[src/rtl/fsr_pkg.sv]
package fsr_pkg;
  typedef enum logic [1:0] {
    ST_ARRAY = 2'd0,
    ST_RUN   = 2'd1,
    ST_DONE  = 2'd2,
    ST_FAIL  = 2'd3
  } fsr_state_e;

  // bit positions of the status word
  localparam int POLL_BIT = 7;
  localparam int TOGL_BIT = 6;
  localparam int FAIL_BIT = 5;

  typedef struct packed {
    logic is_erase;
    logic ref_bit;   // bit 7 of the last loaded data
  } op_ctx_t;
endpackage

[src/rtl/fsr_cfg_reg.sv]
module fsr_cfg_reg (
  input  logic       clk,
  input  logic       por,
  input  logic       wr_i,
  input  logic [1:0] wdata_i,
  input  logic       accept_i,
  output logic [1:0] cfg_o
);
  logic sel_q;

  // only power-on clears the setting
  always_ff @(posedge clk) begin
    if (por)
      sel_q <= 1'b0;
    else if (wr_i && accept_i)
      sel_q <= wdata_i[0];
  end

  assign cfg_o = {1'b0, sel_q};

  // a write outside array mode leaves the setting alone
  assert_cfg_blocked_R1: assert property (@(posedge clk) disable iff (por)
    (wr_i && !accept_i) |=> (cfg_o == $past(cfg_o)));
endmodule

[src/rtl/fsr_seq.sv]
module fsr_seq
  import fsr_pkg::*;
#(
  parameter int DATA_W = 16
) (
  input  logic              clk,
  input  logic              rst,
  input  logic              start_i,
  input  logic              erase_i,
  input  logic [DATA_W-1:0] load_i,
  input  logic              done_i,
  input  logic              fail_i,
  input  logic              exit_i,
  input  logic              auto_ret_i,
  output fsr_state_e        state_o,
  output op_ctx_t           ctx_o,
  output logic              rdy_low_o
);
  fsr_state_e st_q, st_d;
  op_ctx_t    ctx_q;
  logic       rdy_q;

  always_comb begin
    st_d = st_q;
    unique case (st_q)
      ST_ARRAY: if (start_i) st_d = ST_RUN;
      ST_RUN: begin
        if (fail_i)      st_d = ST_FAIL;
        else if (done_i) st_d = auto_ret_i ? ST_ARRAY : ST_DONE;
      end
      ST_DONE:  if (exit_i) st_d = ST_ARRAY;
      ST_FAIL:  if (exit_i) st_d = ST_ARRAY;
      default:  st_d = ST_ARRAY;
    endcase
  end

  always_ff @(posedge clk) begin
    if (rst) begin
      st_q  <= ST_ARRAY;
      ctx_q <= '0;
      rdy_q <= 1'b0;
    end else begin
      st_q  <= st_d;
      rdy_q <= (st_d == ST_RUN);
      if (st_q == ST_ARRAY && start_i) begin
        ctx_q.is_erase <= erase_i;
        ctx_q.ref_bit  <= load_i[POLL_BIT];
      end
    end
  end

  assign state_o   = st_q;
  assign ctx_o     = ctx_q;
  assign rdy_low_o = rdy_q;

  // an accepted start pulls the busy line in the next cycle
  assert_busy_pull_R8: assert property (@(posedge clk) disable iff (rst)
    (st_q == ST_ARRAY && start_i) |=> rdy_low_o);
  // the end of an operation releases it
  assert_busy_free_R8: assert property (@(posedge clk) disable iff (rst)
    (st_q == ST_RUN && (done_i || fail_i)) |=> !rdy_low_o);
  // failure persists without an exit
  assert_fail_sticky_R6: assert property (@(posedge clk) disable iff (rst)
    (st_q == ST_FAIL && !exit_i) |=> (st_q == ST_FAIL));
  // success with automatic return lands in array mode
  assert_auto_ret_R7: assert property (@(posedge clk) disable iff (rst)
    (st_q == ST_RUN && done_i && !fail_i && auto_ret_i) |=> (st_q == ST_ARRAY));
  // a running operation only leaves on done or fail
  assert_run_ignores_R11: assert property (@(posedge clk) disable iff (rst)
    (st_q == ST_RUN && !done_i && !fail_i) |=> (st_q == ST_RUN && $stable(ctx_q)));
endmodule

[src/rtl/fsr_toggle.sv]
module fsr_toggle (
  input  logic clk,
  input  logic rst,
  input  logic rd_i,
  input  logic active_i,
  output logic tgl_o
);
  logic tgl_q;

  always_ff @(posedge clk) begin
    if (rst)
      tgl_q <= 1'b0;
    else if (rd_i && active_i)
      tgl_q <= ~tgl_q;
  end

  assign tgl_o = tgl_q;

  // the flag only moves on a read in a toggling state
  assert_toggle_still_R4: assert property (@(posedge clk) disable iff (rst)
    !(rd_i && active_i) |=> $stable(tgl_o));
endmodule

[src/rtl/fsr_word.sv]
module fsr_word
  import fsr_pkg::*;
#(
  parameter int DATA_W = 16
) (
  input  logic              clk,
  input  logic              rst,
  input  logic              rd_i,
  input  fsr_state_e        state_i,
  input  op_ctx_t           ctx_i,
  input  logic              cfg_hs_i,
  input  logic              tgl_i,
  input  logic [DATA_W-1:0] array_i,
  output logic [DATA_W-1:0] data_o
);
  logic [DATA_W-1:0] stat_w;
  logic              legacy_poll;
  logic              poll;
  logic [DATA_W-1:0] data_q;

  assign legacy_poll = ctx_i.is_erase ? 1'b0 : ~ctx_i.ref_bit;

  always_comb begin
    unique case (state_i)
      ST_RUN:  poll = cfg_hs_i ? 1'b0 : legacy_poll;
      ST_DONE: poll = 1'b1;
      ST_FAIL: poll = cfg_hs_i ? 1'b1 : legacy_poll;
      default: poll = 1'b0;
    endcase
    stat_w           = '0;
    stat_w[POLL_BIT] = poll;
    stat_w[TOGL_BIT] = tgl_i;
    stat_w[FAIL_BIT] = (state_i == ST_FAIL);
  end

  always_ff @(posedge clk) begin
    if (rst)
      data_q <= '0;
    else if (rd_i)
      data_q <= (state_i == ST_ARRAY) ? array_i : stat_w;
  end

  assign data_o = data_q;

  // array reads pass the word through unchanged
  assert_passthru_R9: assert property (@(posedge clk) disable iff (rst)
    (rd_i && state_i == ST_ARRAY) |=> (data_o == $past(array_i)));
  // a status read after failure carries the failure bit
  assert_fail_bit_R5: assert property (@(posedge clk) disable iff (rst)
    (rd_i && state_i == ST_FAIL) |=> data_o[FAIL_BIT]);
  // a read while running shows no failure
  assert_run_nofail_R5: assert property (@(posedge clk) disable iff (rst)
    (rd_i && state_i == ST_RUN) |=> !data_o[FAIL_BIT]);
  // finished success in handshake mode polls high
  assert_done_poll_R3: assert property (@(posedge clk) disable iff (rst)
    (rd_i && state_i == ST_DONE) |=> data_o[POLL_BIT]);
endmodule

[src/rtl/flash_status_unit.sv]
module flash_status_unit
  import fsr_pkg::*;
#(
  parameter int DATA_W = 16
) (
  input  logic              clk,
  input  logic              por,
  input  logic              rst,
  input  logic              start_i,
  input  logic              erase_i,
  input  logic [DATA_W-1:0] load_data_i,
  input  logic              done_i,
  input  logic              fail_i,
  input  logic              exit_i,
  input  logic              cfg_wr_i,
  input  logic [1:0]        cfg_data_i,
  input  logic              rd_i,
  input  logic [DATA_W-1:0] array_data_i,
  output logic [DATA_W-1:0] rd_data_o,
  output logic              rdy_low_o,
  output logic              array_mode_o
);
  localparam int MIN_W = POLL_BIT + 1;

  logic       rst_any;
  logic [1:0] cfg;
  fsr_state_e state;
  op_ctx_t    ctx;
  logic       tgl;
  logic       tgl_active;
  logic       cfg_accept;
  logic       unused_bits;

  assign rst_any     = rst | por;
  assign cfg_accept  = (state == ST_ARRAY) && !rst;
  assign tgl_active  = (state == ST_RUN) || (state == ST_FAIL);
  assign unused_bits = ^{load_data_i, cfg[1]};

  fsr_cfg_reg u_cfg (
    .clk      (clk),
    .por      (por),
    .wr_i     (cfg_wr_i),
    .wdata_i  (cfg_data_i),
    .accept_i (cfg_accept),
    .cfg_o    (cfg)
  );

  fsr_seq #(.DATA_W(DATA_W)) u_seq (
    .clk        (clk),
    .rst        (rst_any),
    .start_i    (start_i),
    .erase_i    (erase_i),
    .load_i     (load_data_i),
    .done_i     (done_i),
    .fail_i     (fail_i),
    .exit_i     (exit_i),
    .auto_ret_i (cfg[0] == 1'b0),
    .state_o    (state),
    .ctx_o      (ctx),
    .rdy_low_o  (rdy_low_o)
  );

  fsr_toggle u_tgl (
    .clk      (clk),
    .rst      (rst_any),
    .rd_i     (rd_i),
    .active_i (tgl_active),
    .tgl_o    (tgl)
  );

  fsr_word #(.DATA_W(DATA_W)) u_word (
    .clk      (clk),
    .rst      (rst_any),
    .rd_i     (rd_i),
    .state_i  (state),
    .ctx_i    (ctx),
    .cfg_hs_i (cfg[0]),
    .tgl_i    (tgl),
    .array_i  (array_data_i),
    .data_o   (rd_data_o)
  );

  assign array_mode_o = (state == ST_ARRAY);

  initial assert (DATA_W >= MIN_W) else $error("DATA_W too small for the status bits");

  // a pin reset keeps the configuration value
  assert_cfg_kept_R1: assert property (@(posedge clk) disable iff (por)
    rst |=> (cfg == $past(cfg)));
  // after any reset the block reads the array with the line released
  assert_reset_state_R10: assert property (@(posedge clk)
    rst_any |=> (array_mode_o && !rdy_low_o && rd_data_o == '0));
endmodule

[config.mk]
export PLATFORM = sky130hd
export DESIGN_NAME = flash_status_unit
export DESIGN_NICKNAME = d
export VERILOG_FILES = /design/src/rtl/fsr_pkg.sv /design/src/rtl/fsr_cfg_reg.sv /design/src/rtl/fsr_seq.sv /design/src/rtl/fsr_toggle.sv /design/src/rtl/fsr_word.sv /design/src/rtl/flash_status_unit.sv
export SDC_FILE = /design/constraint.sdc
export NUM_CORES = 1
export LEC_CHECK = 0
export BUFFER_PORTS_ARGS = -buffer_cell sky130_fd_sc_hd__buf_4
export CORE_UTILIZATION = 42
export CTS_CLUSTER_SIZE = 24
export DETAILED_ROUTE_END_ITERATION = 7
export GPL_ROUTABILITY_DRIVEN = 1
export HOLD_SLACK_MARGIN = 0.08
export PLACE_DENSITY_LB_ADDON = 0.3
export SYNTH_ARGS = -nofsm -noshare
export SYNTH_HDL_FRONTEND = slang
export SYNTH_SLANG_ARGS = --single-unit
[constraint.sdc]
create_clock -name clk -period 1.4 [get_ports clk]
set_clock_uncertainty 0.1 [all_clocks]
set_input_delay 0.28 -clock clk [delete_from_list [all_inputs] [get_ports clk]]
set_output_delay 0.28 -clock clk [all_outputs]
set_load 0.05 [all_outputs]
==> results.json, run 1 <==
{
  "async_reset_ff_frac": 0,
  "peak_fanout_along_the_critical_path": 4,
  "placeableCoreArea_mm2": 0.00228,
  "timing.critical_path.arrival_ns": 0.98,
  "routed_wire_length_per_instance_um": 12.7,
  "worstMarginPinSlew_ns": 0.283,
  "die_h_um": 51.8,
  "die_area_mm2": 0.00268,
  "row_count": 17,
  "cp-start-kind": "flip-flop",
  "cts.path.max_buffers": 2,
  "numCtsBuffers": 3,
  "post-route-period-util": 0.969,
  "critPathKind": "reg -> out",
  "via_density": 4.80,
  "cp-endpoint": "array_mode_o",
  "drt_pre_antenna_iters": 4,
  "min_path_type": "in -> reg",
  "layout-drive-gt1-share": 0.559,
  "wl_mm": 2.40,
  "final-max-slew-violation-count": 0,
  "globalRouteOverflowTotal": 0,
  "cp_capture_type": "primary output",
  "synth_cells": 105,
  "synth-seq-area-share": 0.443,
  "grt_start_max_net_pins": 21,
  "synth_seq_cells": 23,
  "layout.filler_cells": 182,
  "detailed_place_hpwl_mm": 1.71,
  "outcome": "finished clean",
  "seqPwrFrac": 0.530,
  "areaGrowthSynthToFinish_pct": 45.1,
  "grt_first_pass_wirelength_mm": 3.73,
  "clock_power_share": 0.229,
  "leak_pwr_nw": 0.658,
  "final_area_mm2": 0.00151,
  "final_estimated_routing_congestion_in_global_placement": 0.803,
  "power.share.combinational": 0.241,
  "final_core_utilization": 0.663,
  "whs_ns": 0.0892,
  "area_after_detailed_placement_mm2": 0.00142,
  "post_synth_num_cell_types": 28,
  "chipWidth_um": 51.8,
  "r2r_setup_slack_ns": 0.09,
  "count_of_final_setup_violators": 0,
  "start_util": 0.457,
  "yosysWarnings": 0,
  "global_route.usage.total": 0.192,
  "antenna_found_initial": 0,
  "synth_enable_flop_cells": 0,
  "dr.first_iter.drc_count": 10,
  "clk_transition_reported_paths_ns": 0.12,
  "maxClockFrequency_mhz": 737,
  "worstPathRequired_ns": 1.02,
  "synthesis.area_mm2": 0.00104,
  "first_global_vias": 862,
  "worst_slew_margin_rel": 0.810,
  "numPortBuffers": 45,
  "min_period_ns": 1.36,
  "total_clock_sinks": 23,
  "detail_route.drc_violations": 0,
  "fin_setup_tns_ns": 0,
  "floorplan.io_pins": 62,
  "synthesized_netlist_net_count": 149,
  "multi_input_gate_area_um2": 522,
  "dp_cells": 178,
  "rsz0062_at_grt": "true",
  "worstRegToRegCells": 5,
  "syn-mean-instance-area_um2": 9.90,
  "total_switching_power_uw": 375,
  "power_report.internal_total_uw": 931,
  "num-nets-final": 206,
  "crit_start": "u_seq.state_o[1]",
  "final-hold-violation-count": 0,
  "antenna_cells": 0,
  "cap_violations": 0,
  "rr_endpoint": "u_word.data_o[4]",
  "synth_flop_cell": "dfxtp_1",
  "timing.rr.start": "u_seq.state_o[0]",
  "switching_share": 0.287,
  "total_via_count_in_the_routed_design": 907,
  "ant_nets": 0,
  "ff_latch_area_um2": 465,
  "cell_area_power_density_mw_per_mm2": 865,
  "cts_max_level": 1,
  "worstSkewPairLatency_ns": 0.30,
  "post_layout_nonfiller_instances": 189,
  "vdd_ir_drop_max_mv": 0.676,
  "clock-root-buffer": "clkbuf_4",
  "tritoncts": "built"
}
==> through the flow <==
stage,power (mW),setup WS (ns)
after floorplan,0.888,0.122
after detailed placement,1.00,-0.145
after CTS,1.31,-0.0961
after global placement,0.995,-0.0874
final,1.31,0.0434
after global routing,1.38,-0.00792
==> metal layers <==
metal  wire length, µm  global-route usage
met1              1040               0.224
met2              1240               0.351
met3                97              0.0380
met4                16              0.0541
met5                 0                   0
==> placed cells by master (no fill, tap or decap), types with 2 or more instances in the layout <==
cell           count
buf_4             53
nor2_1             8
nor2b_1           13
o21ai_0            3
a21oi_1            6
nand2_1            3
a21oi_2           10
mux2i_1            4
buf_6              2
dfxtp_1           21
clkbuf_4           3
nor2_2            11
dlygate4sd3_1      3
==> worst min-delay path by stage <==
stage	start	end	cells after the start	slack, ns
finish	array_data_i[3]	u_word.data_o[3]	3	0.09
global route	array_data_i[12]	u_word.data_o[12]	3	0.09
CTS	array_data_i[0]	u_word.data_o[0]	3	0.08
detailed placement	por	u_cfg.sel_q	2	0.36
floorplan	por	u_cfg.sel_q	1	0.25
global placement	por	u_cfg.sel_q	2	0.35
==> worst max-delay path: stages, from the launching register on <==
cell     delay (ns)
dfxtp_2        0.38
nor2_4         0.13
buf_6          0.16
==> synthesized netlist by cell type (2+ instances only) <==
| master | n | area share |
|---|---|---|
| nor2b_1 | 13 | 0.078 |
| dfxtp_1 | 23 | 0.44 |
| a21oi_1 | 6 | 0.029 |
| nor2_2 | 10 | 0.060 |
| buf_6 | 4 | 0.043 |
| o21ai_0 | 3 | 0.014 |
| nor2_1 | 9 | 0.032 |
| a21oi_2 | 10 | 0.084 |
| nand2_1 | 3 | 0.011 |
| or2_1 | 2 | 0.012 |
| mux2i_1 | 4 | 0.039 |
| buf_2 | 2 | 0.0096 |
==> registers in the layout, indices dropped and copies added, names as in the netlist <==
name             count
u_seq.state_o        2
u_seq.rdy_low_o      1
u_word.data_o       16
u_cfg.sel_q          1
u_seq.ctx_o          2
u_tgl.tgl_o          1
==> repair_timing <==
action | in CTS | in global routing
pin swaps | 2 | 1
hold endpoints to repair | 1 | 2
gates cloned | 0 | 1
buffers inserted | 3 | 1
endpoints found under the setup margin | 14 | 7
hold buffers | 1 | 2
gates resized for setup | 3 | 4
==> kinds of logic (layout without fill, tap and decap cells) <==
logic type	Yosys count	in the layout	share of synthesized area
muxes	4	4	0.0385
buffers and inverters	8	64	0.0602
DFF	23	23	0.443
AOI/OAI and AO/OA	24	24	0.171
xor gates and xnor gates	1	1	0.00843
and+or+nand+nor	45	45	0.279
==> power by group through the flow <==
stage               Clock [mW]  Combinational [mW]  Sequential, mW
floorplan                    0               0.128           0.760
global placement             0               0.290           0.705
detailed placement           0               0.297           0.707
CTS                      0.312               0.310           0.692
global route             0.345               0.338           0.695
finish                   0.298               0.315           0.692
==> layout make-up <==
cell class                      instances  share of cell area
Clock buffer                            3              0.0149
Multi-Input combinational cell         74               0.346
Sequential cell                        23               0.308
Tap cell                               28              0.0232
Timing Repair Buffer                   59               0.302
Inverter                                1             0.00249
Clock inverter                          1             0.00332
No activity file was read; power rests on OpenSTA's default activity.
==> run 2: changes to the inputs <==
SLEW_MARGIN = 40   (was unset)
SYNTH_HIERARCHICAL = 1   (was unset)
==> run 2 against run 1 <==
- worst hold slack better by 0.023 ns
- total power down 0.38%
- non-clock buffer count is 6 lower
==> results.json, run 2 <==
{
  "fin_setup_tns_ns": 0,
  "vdd_ir_drop_max_mv": 0.582,
  "globalRouteOverflowTotal": 0,
  "detail_route.drc_violations": 0,
  "cell_area_power_density_mw_per_mm2": 868,
  "cts.path.max_buffers": 2,
  "final-max-slew-violation-count": 0,
  "tritoncts": "built",
  "antenna_cells": 0,
  "largest_register_ff_count": 16,
  "total_via_count_in_the_routed_design": 945,
  "worstMarginPinSlew_ns": 0.279,
  "antenna_found_initial": 0,
  "detailed_place_hpwl_mm": 1.69,
  "final-hold-violation-count": 0,
  "ant_nets": 0,
  "rr_endpoint": "u_word/data_o[5]",
  "chipWidth_um": 51.5,
  "dr.first_iter.drc_count": 8,
  "synthesis.area_mm2": 0.00103,
  "maxClockFrequency_mhz": 741,
  "first_global_vias": 898,
  "die_area_mm2": 0.00265,
  "clk_transition_reported_paths_ns": 0.13,
  "syn-mean-instance-area_um2": 9.42,
  "post_layout_nonfiller_instances": 186,
  "worstPathRequired_ns": 1.02,
  "r2r_setup_slack_ns": 0.10,
  "timing.rr.start": "u_seq/state_o[0]",
  "yosysWarnings": 6,
  "routed_wire_length_per_instance_um": 12.2,
  "outcome": "finished clean",
  "worst_slack_at_placement_ns": 0.0859,
  "numPortBuffers": 45,
  "min_period_ns": 1.35,
  "row_count": 17,
  "wl_mm": 2.26,
  "worst_slack_ns": 0.0507,
  "layout-drive-gt1-share": 0.443,
  "start_util": 0.456,
  "areaGrowthSynthToFinish_pct": 45.8,
  "whs_ns": 0.112,
  "worst_slew_margin_rel": 0.814,
  "via_density": 5.08,
  "critPathKind": "reg -> out",
  "worstRegToRegCells": 5,
  "total_clock_sinks": 23,
  "clock-root-buffer": "clkbuf_4",
  "cp_capture_type": "primary output",
  "final_core_utilization": 0.664,
  "cap_violations": 0,
  "timing.critical_path.arrival_ns": 0.97,
  "crit_start": "u_seq/state_o[1]",
  "floorplan.io_pins": 62,
  "post-route-period-util": 0.964,
  "area_after_detailed_placement_mm2": 0.00143,
  "grt_first_pass_wirelength_mm": 3.67,
  "rsz0062_at_grt": "false",
  "placeableCoreArea_mm2": 0.00225,
  "leak_pwr_nw": 0.628,
  "layout.cells.most_common": "buf_4",
  "finalPower_mw": 1.30,
  "peak_fanout_along_the_critical_path": 8,
  "cp-start-kind": "flip-flop",
  "grt_start_max_net_pins": 35,
  "numCtsBuffers": 3,
  "cp-endpoint": "array_mode_o",
  "min_path_type": "in -> reg",
  "layout.cells.most_common_list": "buf_4 (49), dfxtp_1 (21), nand2b_1 (16)",
  "count_of_final_setup_violators": 0,
  "cts_max_level": 1,
  "worstSkewPairLatency_ns": 0.31,
  "layout.filler_cells": 197,
  "final_estimated_routing_congestion_in_global_placement": 0.717,
  "final_area_mm2": 0.00150,
  "num-nets-final": 203,
  "global_route.usage.total": 0.186,
  "synthesized_netlist_net_count": 153,
  "die_h_um": 51.5,
  "dp_cells": 179,
  "drt_pre_antenna_iters": 4,
  "synth_cells": 109
}
run 2: power breakdown:
| part | switching (mW) | internal, mW |
|---|---|---|
| registers | 0.0162 | 0.675 |
| logic | 0.155 | 0.142 |
| clock network | 0.204 | 0.109 |
run 2: critical path: stages, from the launching register on:
cell and delay, ns:
dfxtp_4 0.41, nor2_4 0.09, buf_6 0.16
run 2: how the worst min path moves through the flow:
stage / startpoint / to / slack, ns / cells past startpoint
after floorplan: por / u_cfg/sel_q / 0.24 / 1
after global routing: cfg_data_i[0] / u_cfg/sel_q / 0.11 / 3
after CTS: exit_i / u_seq/state_o[1] / 0.09 / 3
after detailed placement: por / u_cfg/sel_q / 0.35 / 2
final: exit_i / u_seq/state_o[1] / 0.11 / 3
after global placement: por / u_cfg/sel_q / 0.34 / 2
run 2: per-layer routing:
layer,share of wire,GRT usage
met1,0.41,0.206
met2,0.52,0.355
met3,0.060,0.0208
met4,0.0062,0.0676
met5,0,0
run 2: repair_timing:
item,in CTS,in global routing
setup endpoints to repair,1,2
setup buffers,3,0
hold endpoints to repair,1,0
hold buffers,1,0
gates resized for setup,6,1
pin swaps,0,1
run 2: layout make-up:
cell class                      instances  area [µm²]  area share
Multi-Input combinational cell         77         532       0.355
Clock inverter                          1        7.51     0.00501
Inverter                                1        3.75     0.00251
Sequential cell                        23         468       0.312
Tap cell                               28        35.0      0.0234
Clock buffer                            3        22.5      0.0150
Timing Repair Buffer                   53         429       0.287
==> run 3: changes to the inputs <==
CORE_ASPECT_RATIO = 1.25   (was unset)
==> run 3 against run 2 <==
- total power shrank 1.6%
- routed wire length fell by 7.9%
- final area increased by 1.3%
- clock power is 6.4% lower
- cell count rose by 3.2%
- combinational power about the same
- sequential cell count did not move
- core utilization up 0.78 points
- via count is 2.0% lower
- first-iteration DRC count increased by 13%
- sequential share of layout area shrank 0.41 points
- critical path type is now reg -> reg
==> results.json, run 3 (synthesis gave the netlist of run 2 again) <==
{
  "row_count": 19,
  "total_switching_power_uw": 351,
  "clock-root-buffer": "clkbuf_4",
  "layout.cells.most_common": "buf_4",
  "critPathKind": "reg -> reg",
  "whs_ns": 0.112,
  "ff_latch_area_um2": 468,
  "start_util": 0.455,
  "ant_nets": 0,
  "layout.cells.most_common_list": "buf_4 (52), dfxtp_1 (21), nand2b_1 (16)",
  "timing.critical_path.arrival_ns": 1.42,
  "placeableCoreArea_mm2": 0.00226,
  "via_density": 4.82,
  "wl_mm": 2.09,
  "r2r_setup_slack_ns": 0.07,
  "cp_capture_type": "flip-flop",
  "cell_area_power_density_mw_per_mm2": 843,
  "clk_transition_reported_paths_ns": 0.11,
  "outcome": "finished clean",
  "post_layout_nonfiller_instances": 192,
  "layout-drive-gt1-share": 0.447,
  "cts_max_level": 1,
  "multi_input_gate_area_um2": 538,
  "drt_pre_antenna_iters": 4,
  "switching_share": 0.275,
  "worst_slack_ns": 0.0666,
  "min_to": "u_seq/ctx_o[0]",
  "worst_hold_path_cells": 3,
  "num-nets-final": 206,
  "final_core_utilization": 0.672,
  "peak_fanout_along_the_critical_path": 7,
  "cts.path.max_buffers": 2,
  "final_estimated_routing_congestion_in_global_placement": 0.751,
  "min_period_ns": 1.33,
  "final_area_mm2": 0.00152,
  "worst_slack_at_placement_ns": 0.0362,
  "routed_wire_length_per_instance_um": 10.9,
  "numPortBuffers": 45,
  "dr.first_iter.drc_count": 9,
  "chipWidth_um": 46.2,
  "post-route-period-util": 0.952,
  "total_clock_sinks": 23,
  "grt_start_max_net_pins": 35,
  "worstRegToRegCells": 4,
  "first_global_vias": 814,
  "detail_route.drc_violations": 0,
  "worstMarginPinSlew_ns": 0.387,
  "largest_register_ff_count": 16,
  "startpoint_of_the_tightest_hold_check_path": "load_data_i[7]",
  "areaGrowthSynthToFinish_pct": 47.7,
  "dp_cells": 185,
  "vdd_ir_drop_max_mv": 0.603,
  "maxClockFrequency_mhz": 750,
  "fin_setup_tns_ns": 0,
  "worst_slew_margin_rel": 0.742,
  "seqPwrFrac": 0.541,
  "leak_pwr_nw": 0.633,
  "grt_first_pass_wirelength_mm": 3.35,
  "antenna_found_initial": 0,
  "timing.rr.start": "u_seq/state_o[1]",
  "die_h_um": 57.3,
  "die_area_mm2": 0.00265,
  "final-hold-violation-count": 0,
  "layout.filler_cells": 188,
  "rsz0062_at_grt": "false",
  "antenna_cells": 0,
  "rr_endpoint": "u_seq/rdy_low_o",
  "tritoncts": "built",
  "numCtsBuffers": 3,
  "final-max-slew-violation-count": 0,
  "finalPower_mw": 1.28,
  "cap_violations": 0,
  "count_of_final_setup_violators": 0,
  "power.share.combinational": 0.230,
  "detailed_place_hpwl_mm": 1.54,
  "cp-start-kind": "flip-flop",
  "worstSkewPairLatency_ns": 0.29,
  "clock_power_share": 0.229,
  "worstPathRequired_ns": 1.48,
  "floorplan.io_pins": 62,
  "power_report.internal_total_uw": 928,
  "total_via_count_in_the_routed_design": 926,
  "area_after_detailed_placement_mm2": 0.00143,
  "globalRouteOverflowTotal": 0,
  "global_route.usage.total": 0.167,
  "min_path_type": "in -> reg"
}
[run 3: worst max-delay path by stage]
stage	end	slack, ns	startpoint
final	u_seq/rdy_low_o	0.07	u_seq/state_o[1]
after global routing	u_word/data_o[12]	0.02	u_seq/state_o[0]
after CTS	array_mode_o	0.008	u_seq/state_o[0]
after detailed placement	array_mode_o	0.04	u_seq/state_o[1]
after global placement	array_mode_o	0.05	u_seq/state_o[1]
after floorplan	u_seq/rdy_low_o	0.10	u_seq/state_o[0]
[run 3: power groups by stage]
stage	clock network [mW]	logic [mW]	registers (mW)
floorplan	0	0.110	0.767
global placement	0	0.283	0.706
detailed placement	0	0.287	0.707
CTS	0.301	0.281	0.694
global route	0.336	0.315	0.696
finish	0.293	0.295	0.692
[run 3: metal layers]
| layer | GRT usage | vias up | wire, µm |
|---|---|---|---|
| met1 | 0.212 | 412 | 903 |
| met4 | 0.0630 | 0 | 16 |
| met3 | 0.0222 | 2 | 124 |
| met5 | 0 | - | 0 |
| li1 | - | 482 | - |
| met2 | 0.278 | 30 | 1040 |
[run 3: worst max-delay path, cell delays in order (launching register included)]
cell      delay [ns]
dfxtp_4         0.38
buf_6           0.14
and2b_2         0.22
a221oi_4        0.30
nor4b_2         0.08
[run 3: layout make-up]
class,count,share of cell area
Inverter,1,0.00247
Multi-Input combinational cell,77,0.354
Clock buffer,4,0.0173
Timing Repair Buffer,56,0.292
Tap cell,31,0.0256
Sequential cell,23,0.308
[run 3: what timing repair did]
action                                 4_1_cts  5_1_grt
gates cloned                                 0        0
buffers inserted                             1        3
endpoints found under the hold margin        1        0
hold buffers                                 1        0
gates resized for setup                      6        3
pin swaps                                    0        2
setup endpoints to repair                    1        3
